File: src/rtl/kbd_pkg.sv
package kbd_pkg;

  typedef enum logic [2:0] {
    CMD_NONE,
    CMD_LED,
    CMD_REINIT,
    CMD_WAIT,
    CMD_SPACE
  } cmd_kind_e;

  typedef struct packed {
    cmd_kind_e   kind;
    logic [1:0]  led_sel;
    logic        led_val;
    logic [5:0]  field;
  } cmd_t;

  // Unpack one host command byte.
  function automatic cmd_t decode_cmd(input logic [7:0] b);
    cmd_t c;
    c.kind    = CMD_NONE;
    c.led_sel = b[2:1];
    c.led_val = b[0];
    c.field   = b[5:0];
    if (b[7:6] == 2'b01)      c.kind = CMD_WAIT;
    else if (b[7:6] == 2'b10) c.kind = CMD_SPACE;
    else if (b == 8'h06)      c.kind = CMD_REINIT;
    else if (b < 8'h06)       c.kind = CMD_LED;
    return c;
  endfunction

  // Number of ticks a 6-bit setting stands for.
  function automatic int unsigned period_ticks(input logic [5:0] f,
                                               input int unsigned scale);
    return (int'(f) + 1) * scale;
  endfunction

endpackage

File: src/rtl/kbd_cmd_regs.sv
module kbd_cmd_regs
  import kbd_pkg::*;
#(
  parameter int         NUM_LED   = 3,
  parameter logic [5:0] DEF_WAIT  = 6'd32,
  parameter logic [5:0] DEF_SPACE = 6'd8
) (
  input  logic               clk,
  input  logic               rst_n,
  input  logic               cmd_valid,
  input  logic [7:0]         cmd_byte,
  output logic [NUM_LED-1:0] leds,
  output logic [5:0]         wait_q,
  output logic [5:0]         space_q,
  output logic               reinit
);
  cmd_t cmd;
  assign cmd    = decode_cmd(cmd_byte);
  assign reinit = cmd_valid && (cmd.kind == CMD_REINIT);

  for (genvar i = 0; i < NUM_LED; i++) begin : g_led
    always_ff @(posedge clk or negedge rst_n) begin
      if (!rst_n)
        leds[i] <= 1'b0;
      else if (reinit)
        leds[i] <= 1'b0;
      else if (cmd_valid && cmd.kind == CMD_LED && int'(cmd.led_sel) == i)
        leds[i] <= cmd.led_val;
    end
  end

  always_ff @(posedge clk or negedge rst_n) begin
    if (!rst_n) begin
      wait_q  <= DEF_WAIT;
      space_q <= DEF_SPACE;
    end else if (reinit) begin
      wait_q  <= DEF_WAIT;
      space_q <= DEF_SPACE;
    end else if (cmd_valid) begin
      if (cmd.kind == CMD_WAIT)  wait_q  <= cmd.field;
      if (cmd.kind == CMD_SPACE) space_q <= cmd.field;
    end
  end
endmodule

File: src/rtl/kbd_typematic.sv
module kbd_typematic
  import kbd_pkg::*;
#(
  parameter int TICK_SCALE = 8,
  localparam int CNT_W = $clog2(64 * TICK_SCALE + 1)
) (
  input  logic       clk,
  input  logic       rst_n,
  input  logic       tick,
  input  logic       reinit,
  input  logic       start,
  input  logic       stop,
  input  logic [5:0] wait_f,
  input  logic [5:0] space_f,
  output logic       fire,
  output logic       active
);
  logic [CNT_W-1:0] left_q;

  assign fire = active && tick && (left_q == CNT_W'(1)) && !start && !stop && !reinit;

  always_ff @(posedge clk or negedge rst_n) begin
    if (!rst_n) begin
      active <= 1'b0;
      left_q <= '0;
    end else if (reinit) begin
      active <= 1'b0;
    end else if (start) begin
      active <= 1'b1;
      left_q <= CNT_W'(period_ticks(wait_f, TICK_SCALE));
    end else if (stop) begin
      active <= 1'b0;
    end else if (active && tick) begin
      if (left_q == CNT_W'(1))
        left_q <= CNT_W'(period_ticks(space_f, TICK_SCALE));
      else
        left_q <= left_q - CNT_W'(1);
    end
  end
endmodule

File: src/rtl/kbd_key_event.sv
module kbd_key_event #(
  parameter int         CODE_W    = 7,
  parameter logic [6:0] CAPS_CODE = 7'h3A,
  parameter logic [6:0] LSH_CODE  = 7'h2A,
  parameter logic [6:0] RSH_CODE  = 7'h36,
  parameter logic [6:0] CTL_CODE  = 7'h1D
) (
  input  logic              clk,
  input  logic              rst_n,
  input  logic              key_valid,
  input  logic [CODE_W-1:0] key_code,
  input  logic              key_down,
  input  logic              reinit,
  input  logic              rpt_fire,
  output logic              tx_valid,
  output logic [CODE_W:0]   tx_byte,
  output logic              caps_on,
  output logic              caps_toggle,
  output logic              rpt_start,
  output logic              rpt_stop
);
  logic              is_caps, is_mod;
  logic [CODE_W-1:0] rpt_code_q;
  logic              nxt_valid;
  logic [CODE_W:0]   nxt_byte;

  assign is_caps     = (key_code == CAPS_CODE);
  assign is_mod      = is_caps || key_code == LSH_CODE || key_code == RSH_CODE ||
                       key_code == CTL_CODE;
  assign caps_toggle = key_valid && key_down && is_caps && !reinit;
  assign rpt_start   = key_valid && key_down && !is_mod && !reinit;
  assign rpt_stop    = key_valid && !key_down && (key_code == rpt_code_q) && !reinit;

  always_comb begin
    nxt_valid = 1'b0;
    nxt_byte  = '0;
    if (reinit) begin
      nxt_valid = 1'b0;
    end else if (key_valid) begin
      if (is_caps) begin
        nxt_valid = key_down;
        nxt_byte  = {caps_on, key_code};
      end else begin
        nxt_valid = 1'b1;
        nxt_byte  = {!key_down, key_code};
      end
    end else if (rpt_fire) begin
      nxt_valid = 1'b1;
      nxt_byte  = {1'b0, rpt_code_q};
    end
  end

  always_ff @(posedge clk or negedge rst_n) begin
    if (!rst_n) begin
      tx_valid   <= 1'b0;
      tx_byte    <= '0;
      caps_on    <= 1'b0;
      rpt_code_q <= '0;
    end else begin
      tx_valid <= nxt_valid;
      if (nxt_valid) tx_byte <= nxt_byte;
      if (reinit)           caps_on <= 1'b0;
      else if (caps_toggle) caps_on <= !caps_on;
      if (rpt_start) rpt_code_q <= key_code;
    end
  end
endmodule

File: src/rtl/kbd_cmd_ctrl.sv
module kbd_cmd_ctrl #(
  parameter int         TICK_SCALE = 8,
  parameter logic [5:0] DEF_WAIT   = 6'd32,
  parameter logic [5:0] DEF_SPACE  = 6'd8,
  parameter logic [6:0] CAPS_CODE  = 7'h3A,
  parameter logic [6:0] LSH_CODE   = 7'h2A,
  parameter logic [6:0] RSH_CODE   = 7'h36,
  parameter logic [6:0] CTL_CODE   = 7'h1D
) (
  input  logic       clk,
  input  logic       rst_n,
  input  logic       tick,
  input  logic       key_valid,
  input  logic [6:0] key_code,
  input  logic       key_down,
  input  logic       cmd_valid,
  input  logic [7:0] cmd_byte,
  output logic       tx_valid,
  output logic [7:0] tx_byte,
  output logic       led_red,
  output logic       led_green,
  output logic       led_blue,
  output logic       led_caps
);
  localparam int NUM_LED = 3;
  localparam int CODE_W  = 7;

  logic [NUM_LED-1:0] leds;
  logic [5:0]         wait_q, space_q;
  logic               cmd_reinit;
  logic               rpt_fire, rpt_active, rpt_start, rpt_stop;
  logic               caps_toggle;

  kbd_cmd_regs #(
    .NUM_LED(NUM_LED), .DEF_WAIT(DEF_WAIT), .DEF_SPACE(DEF_SPACE)
  ) u_regs (
    .clk(clk), .rst_n(rst_n), .cmd_valid(cmd_valid), .cmd_byte(cmd_byte),
    .leds(leds), .wait_q(wait_q), .space_q(space_q), .reinit(cmd_reinit)
  );

  kbd_typematic #(.TICK_SCALE(TICK_SCALE)) u_rpt (
    .clk(clk), .rst_n(rst_n), .tick(tick), .reinit(cmd_reinit),
    .start(rpt_start), .stop(rpt_stop), .wait_f(wait_q), .space_f(space_q),
    .fire(rpt_fire), .active(rpt_active)
  );

  kbd_key_event #(
    .CODE_W(CODE_W), .CAPS_CODE(CAPS_CODE), .LSH_CODE(LSH_CODE),
    .RSH_CODE(RSH_CODE), .CTL_CODE(CTL_CODE)
  ) u_evt (
    .clk(clk), .rst_n(rst_n), .key_valid(key_valid), .key_code(key_code),
    .key_down(key_down), .reinit(cmd_reinit), .rpt_fire(rpt_fire),
    .tx_valid(tx_valid), .tx_byte(tx_byte), .caps_on(led_caps),
    .caps_toggle(caps_toggle), .rpt_start(rpt_start), .rpt_stop(rpt_stop)
  );

  assign led_red   = leds[0];
  assign led_green = leds[1];
  assign led_blue  = leds[2];
endmodule

File: config.mk
export PLATFORM = sky130hd
export DESIGN_NAME = kbd_cmd_ctrl
export DESIGN_NICKNAME = d
export VERILOG_FILES = /design/src/rtl/kbd_pkg.sv /design/src/rtl/kbd_cmd_regs.sv /design/src/rtl/kbd_typematic.sv /design/src/rtl/kbd_key_event.sv /design/src/rtl/kbd_cmd_ctrl.sv
export SDC_FILE = /design/constraint.sdc
export NUM_CORES = 1
export LEC_CHECK = 0
export CORE_MARGIN = 2
export CORE_UTILIZATION = 45
export DETAILED_ROUTE_END_ITERATION = 7
export GPL_ROUTABILITY_DRIVEN = 0
export PLACE_DENSITY = 0.71
export SLEW_MARGIN = 5
export SYNTH_ARGS = -nofsm -noshare
export SYNTH_HDL_FRONTEND = slang
export SYNTH_HIERARCHICAL = 1
export SYNTH_SLANG_ARGS = --single-unit
File: constraint.sdc
create_clock -name clk -period 2.5 [get_ports clk]
set_input_delay 0.375 -clock clk [delete_from_list [all_inputs] [get_ports clk]]
set_output_delay 0.375 -clock clk [all_outputs]
set_load 0.02 [all_outputs]
==> results of run 1 <==
## registers in the layout (all words and copies together), names as in the netlist
signal,count
u_regs/leds,3
u_regs/wait_q,6
u_regs/space_q,6
u_evt/tx_byte,8
u_evt/tx_valid,1
u_rpt/active,1
u_rpt/left_q,10
u_evt/rpt_code_q,7
u_evt/caps_on,1
## per-layer routing
layer | GRT usage [%] | vias to the layer above | wire [um]
met5 | 0 | - | 0
met4 | 6.61 | 0 | 127
met3 | 3.51 | 13 | 234
met2 | 37.6 | 64 | 3130
met1 | 28.9 | 1123 | 2940
li1 | - | 1135 | -
## worst max path at each step
stage | from | endpoint | slack, ns | depth (start not counted)
global route | cmd_byte[5] | u_evt/tx_byte[3] | -0.18 | 14
CTS | cmd_byte[5] | u_evt/tx_byte[7] | -0.26 | 13
detailed placement | cmd_byte[5] | u_evt/tx_byte[3] | -0.89 | 14
finish | cmd_byte[5] | u_evt/tx_byte[2] | -0.09 | 14
floorplan | cmd_byte[4] | u_evt/tx_byte[7] | -0.83 | 13
global placement | cmd_byte[5] | u_evt/tx_byte[3] | -0.79 | 14
## where the power goes
group,leakage (nW),internal [W],total (W),switching [W]
Clock,0.0581,0.000298,0.000546,0.000249
Combinational,0.889,0.000383,0.000759,0.000376
Sequential,0.510,0.000837,0.00103,0.000196
## through the flow
| stage | cell area, um^2 | power [W] |
|---|---|---|
| after floorplan | 2640 | 0.00155 |
| after global placement | 3250 | 0.00176 |
| after CTS | 3400 | 0.00235 |
| after detailed placement | 3250 | 0.00179 |
| after global routing | 3420 | 0.00249 |
| final | 3420 | 0.00234 |
## final cells by class
| cell class | count | area (um^2) | share of cell area (%) |
|---|---|---|---|
| multi-input combinational | 205 | 1480 | 43.4 |
| sequential | 43 | 1080 | 31.6 |
| clock buffer | 5 | 68.8 | 2.01 |
| clock inverter | 3 | 43.8 | 1.28 |
| timing repair buffer | 69 | 612 | 17.9 |
| tap | 72 | 90.1 | 2.64 |
| inverter | 11 | 41.3 | 1.21 |
## what timing repair did
| action | in CTS | in global routing |
|---|---|---|
| setup buffers | 1 | 0 |
| cloned | 1 | 0 |
| gates resized for setup | 27 | 5 |
| pin swaps | 9 | 5 |
| endpoints found under the setup margin | 19 | 10 |
## critical path, cell delays in order
cell and delay, ns:
buf_6 0.10, or4b_4 0.56, nor4_4 0.19, nor2b_2 0.08, buf_4 0.15, nand2_2 0.09
a211oi_4 0.04, or3_4 0.41, nor2_4 0.13, nor2_4 0.04, a311oi_4 0.28, buf_6 0.19
nor2_1 0.05, a21oi_1 0.12
==> run metrics, run 1 <==
hold slack 0.0215 ns; critical path launch point type input port; layout cells sized above 1 25.3%; Via-to-Cell Ratio 5.72; # diodes 0; CP endpoint kind flip-flop; setup TNS -0.472 ns; Final HPWL DP 4800 um; Root Driver clkbuf_8; Net Count, Synth 292; Hold Crit Class in -> async; CTS tree done; largest net degree at the start of global routing 24; total track usage 22.1%; clock sink count 43; crit path kind in -> reg; clock latency on the worst-skew pair 0.30 ns; 1st-iter DRT viols 168; Die X 80.0 um; CP arrival 2.81 ns; post-route clock skew 0.00718 ns; most frequent cells in the layout dfrtp_1 (41), buf_4 (33), nand2_1 (25); drt pass-1 iters 4; Clock transition at path regs 0.08 ns; die footprint 0.00640 mm^2; drt drc 0; initial antenna violation count 0; maximum buffer depth of the clock tree 2; worst r2r dst u_evt/tx_byte[2]; fin crit share 103%; maximum fanout along the worst path 8; Placement Rows 27; PnR worst setup slack -0.0863 ns; status finished with violations; total number of vias 2335; RSZ-0062 raised after global routing true; f_max 387 MHz; nets@finish 360; Post-Place Cells 398; Initial Util 46.9%; max cap viols 0; Num CTS Buffers 5; synthesized area per cell 9.74 um^2; commonest non-fill, non-tap cell in the layout dfrtp_1; worst r2r src u_evt/rpt_code_q[5]; vias in the first global route 2374; Antenna Nets Post-Route 0; register-to-register setup slack 0.31 ns; Filler Cells Inserted 494; yosys warns 6; Power per Cell Area 685 mW/mm^2; final setup vio count 8; worst reg-to-reg path cell count 11; Top-Level Pins 34; Worst Max-Slew Pin Slew 0.577 ns; routed len/inst 15.8 um; die height 80.0 um; Util after Layout 61.7%; global-route wire length before repair 11000 um; H-tree levels 2; grt total ovfl 0; I/O Buffers 33; Critical Path RT 2.72 ns; Hold Buf Count CTS 0; Synth Instances 267; failing checks negative setup slack; Mapped Area 0.00260 mm^2; Area growth syn-to-layout 31.4%; Fin. Hold Viols 0; Final Non-Filler Cells 408; min cycle time layout 2.59 ns; Core Region 0.00554 mm^2; Lkg Pwr 1.46 nW; Peak VDD IR 0.293 mV; Detailed Route WL 6430 um; Max-slew headroom 61.3%; Placement Setup Slack -0.894 ns; fin. max-slew vios 0
No activity file was read; power rests on OpenSTA's default activity.
==> inputs of run 2 (changes only) <==
Clock period 2.5 ns to 2.67 ns, I/O delays scaled along.
==> run 2 against run 1 <==
Effect of this change:
- the run now ends clean
- sequential share of layout area hardly changed
- utilization is 0.090 points higher
- clock skew is 0.0014 ns lower
- non-clock buffer count is 2 lower
- worst hold slack better by 0.23 ns
- final cell count is 0.49% lower
- power is 3.1% lower
- highest routed layer unchanged
- via count is 2.0% lower
- sequential cell count stayed put
- first-iteration DRC count is 29% lower
- cell area is 0.15% higher
- sequential power is 7% lower
==> run metrics, run 2 (synthesis results as in run 1) <==
status complete, no violations; Final HPWL DP 4510 um (-6.1%); Slowest cell on crit path or4b_4; clock sink count 43 (unchanged); H-tree levels 2 (unchanged); most frequent cells in the layout dfrtp_1 (41), buf_4 (32), nand2_1 (25); die footprint 0.00640 mm^2 (unchanged); clock latency on the worst-skew pair 0.30 ns (about the same); multi-input logic area 0.00148 mm^2 (-0.17%); CP bufs+invs 2 (-1); Worst Max-Slew Pin Slew 0.956 ns (+0.379 ns); Clock transition at path regs 0.08 ns (about the same); drt pass-1 iters 4 (unchanged); peak per-stage delay on the critical path 0.55 ns (about the same); Filler Cells Inserted 456 (-7.7%); Storage cell area 0.00108 mm^2 (unchanged); Util after Layout 61.7% (+0.090 points); grt total ovfl 0 (unchanged); Logic pwr share 30.9% (-1.6 points); CP endpoint kind flip-flop; worst reg-to-reg path cell count 10 (-1); fin crit share 96.6%; Hold Buf Count CTS 0 (unchanged); final setup vio count 0 (-8); Die X 80.0 um (unchanged); largest registers u_rpt/left_q (10), u_evt/tx_byte (8), u_evt/rpt_code_q (7); 1st-iter DRT viols 119 (-29%); Top-Level Pins 34 (unchanged); register-to-register setup slack 0.50 ns (+0.19 ns); Power per Cell Area 663 mW/mm^2 (-3.2%); total number of vias 2288 (-2.0%); RSZ-0062 raised after global routing true; Critical Path RT 2.86 ns (+0.14 ns); total track usage 21.6% (-0.50 points); Num CTS Buffers 5 (unchanged); sw power 0.000752 W (-8.3%); CP arrival 2.77 ns (-0.04 ns); layout cells sized above 1 24.3% (-1.0 points); Flop pwr share 42.5% (-1.7 points); setup TNS 0 ns (+0.472 ns); commonest non-fill, non-tap cell in the layout dfrtp_1; Initial Util 46.9% (unchanged); Antenna Nets Post-Route 0 (unchanged); critical path's top delay family simple AND/OR/NAND/NOR gates; Root Driver clkbuf_8; Setup crit start cmd_byte[4]; Pint 0.00151 W (-0.23%); # diodes 0 (unchanged); global-route wire length before repair 10900 um (-1.3%); nets@finish 358 (-0.56%); Max-slew headroom 36.3% (-25 points); f_max 388 MHz; Clock power frac 26.6% (+3.2 points); Lkg Pwr 1.46 nW (about the same); Via-to-Cell Ratio 5.64 (-1.5%); I/O Buffers 33 (unchanged); worst path cell trace buf_6 -> or4b_4 -> nor4_4 -> nor2b_2 -> nand4_1 -> nor3_2 -> nand3b_1 -> or3_4 -> nor2_4 -> nor2_4 -> a311oi_4 -> inv_1 -> a22o_1; Crit. path cell count 13 (-1); cell mode on critical path nor2_4; Fin. Hold Viols 0 (unchanged); Core Region 0.00554 mm^2 (unchanged); CTS tree done; max reg flops 10 (unchanged); Area growth syn-to-layout 31.6%; Detailed Route WL 6270 um (-2.6%); maximum fanout along the worst path 3 (-5); vias in the first global route 2287 (-3.7%); Peak VDD IR 0.373 mV (+27%); critical path launch point type input port; Total Power 0.00227 W (-3.1%); maximum buffer depth of the clock tree 2 (unchanged); largest net degree at the start of global routing 44 (+83%); drt drc 0 (unchanged); crit path kind in -> reg; Net Sw Frac 33.2% (-1.9 points); die height 80.0 um (unchanged); max cap viols 0 (unchanged); initial antenna violation count 0 (unchanged); Reg with most FFs u_rpt/left_q; fin. max-slew vios 0 (unchanged); Placement Rows 27 (unchanged); Hold Crit Class in -> async; worst r2r src u_evt/rpt_code_q[0]; routed len/inst 15.4 um (-2.1%); min cycle time layout 2.58 ns; post-route clock skew 0.00577 ns (-0.00141 ns)
run 2: changes by cell type in the layout (fill, tap and decap cells not counted):
cell,previous run,this run
buf_2,4,3
buf_4,33,32
bufinv_16,1,2
clkbuf_1,0,1
clkinv_2,1,0
clkinv_4,1,0
nor2_1,14,15
nor2_2,2,1
run 2: layout make-up:
| type | instances | share of cell area, % |
|---|---|---|
| sequential | 43 | 31.5 |
| timing repair buffer | 67 | 17.5 |
| clock inverter | 2 | 1.76 |
| multi-input combinational | 205 | 43.2 |
| inverter | 11 | 1.21 |
| tap | 72 | 2.63 |
| clock buffer | 6 | 2.12 |
run 2: routing by layer:
| layer | vias to the layer above | global-route usage (%) | share of wire [%] |
|---|---|---|---|
| li1 | 1126 | - | - |
| met1 | 1111 | 29.8 | 48 |
| met2 | 45 | 34.4 | 47 |
| met3 | 6 | 4.75 | 4.1 |
| met4 | 0 | 5.59 | 1.1 |
| met5 | - | 0 | 0 |
run 2: what timing repair did:
action	in CTS	in global routing
setup endpoints to repair	15	10
resized for setup	25	5
pin swaps	8	6
gates cloned	1	0
setup buffers	3	2
run 2: worst paths after layout:
path | to
max | u_evt/tx_byte[7]
min | u_evt/tx_valid
max reg2reg | u_evt/tx_byte[7]
min reg2reg | u_regs/wait_q[5]
max in group asynchronous | u_regs/wait_q[2]
min in group clk | u_regs/wait_q[5]
run 2: power groups by stage:
stage,Combinational [W],Clock [W],Sequential (W)
6_report,0.000701,0.000603,0.000962
5_1_grt,0.000782,0.000634,0.000989
4_1_cts,0.000700,0.000612,0.000961
3_5_place_dp,0.000684,0,0.000974
3_3_place_gp,0.000674,0,0.000969
2_1_floorplan,0.000518,0,0.000932
run 2: through the flow:
stage,cell area [um^2],std cells,setup WS [ns],hold slack [ns]
final,3420,406,0.0896,0.247
after global routing,3420,406,-0.0854,0.343
after CTS,3390,404,-0.0836,0.285
after detailed placement,3200,392,-0.735,0.503
after global placement,3200,392,-0.661,0.498
after floorplan,2640,267,-0.685,0.105
run 2: worst register-to-register path, cell delays in order (launching register included):
cell and delay (ns):
dfrtp_1 0.41, xnor2_1 0.17, nand4_1 0.13, nor3_2 0.05, nand3b_1 0.19, or3_4 0.36, nor2_4 0.12, nor2_4 0.05
a311oi_4 0.27, inv_1 0.09, a22o_1 0.24
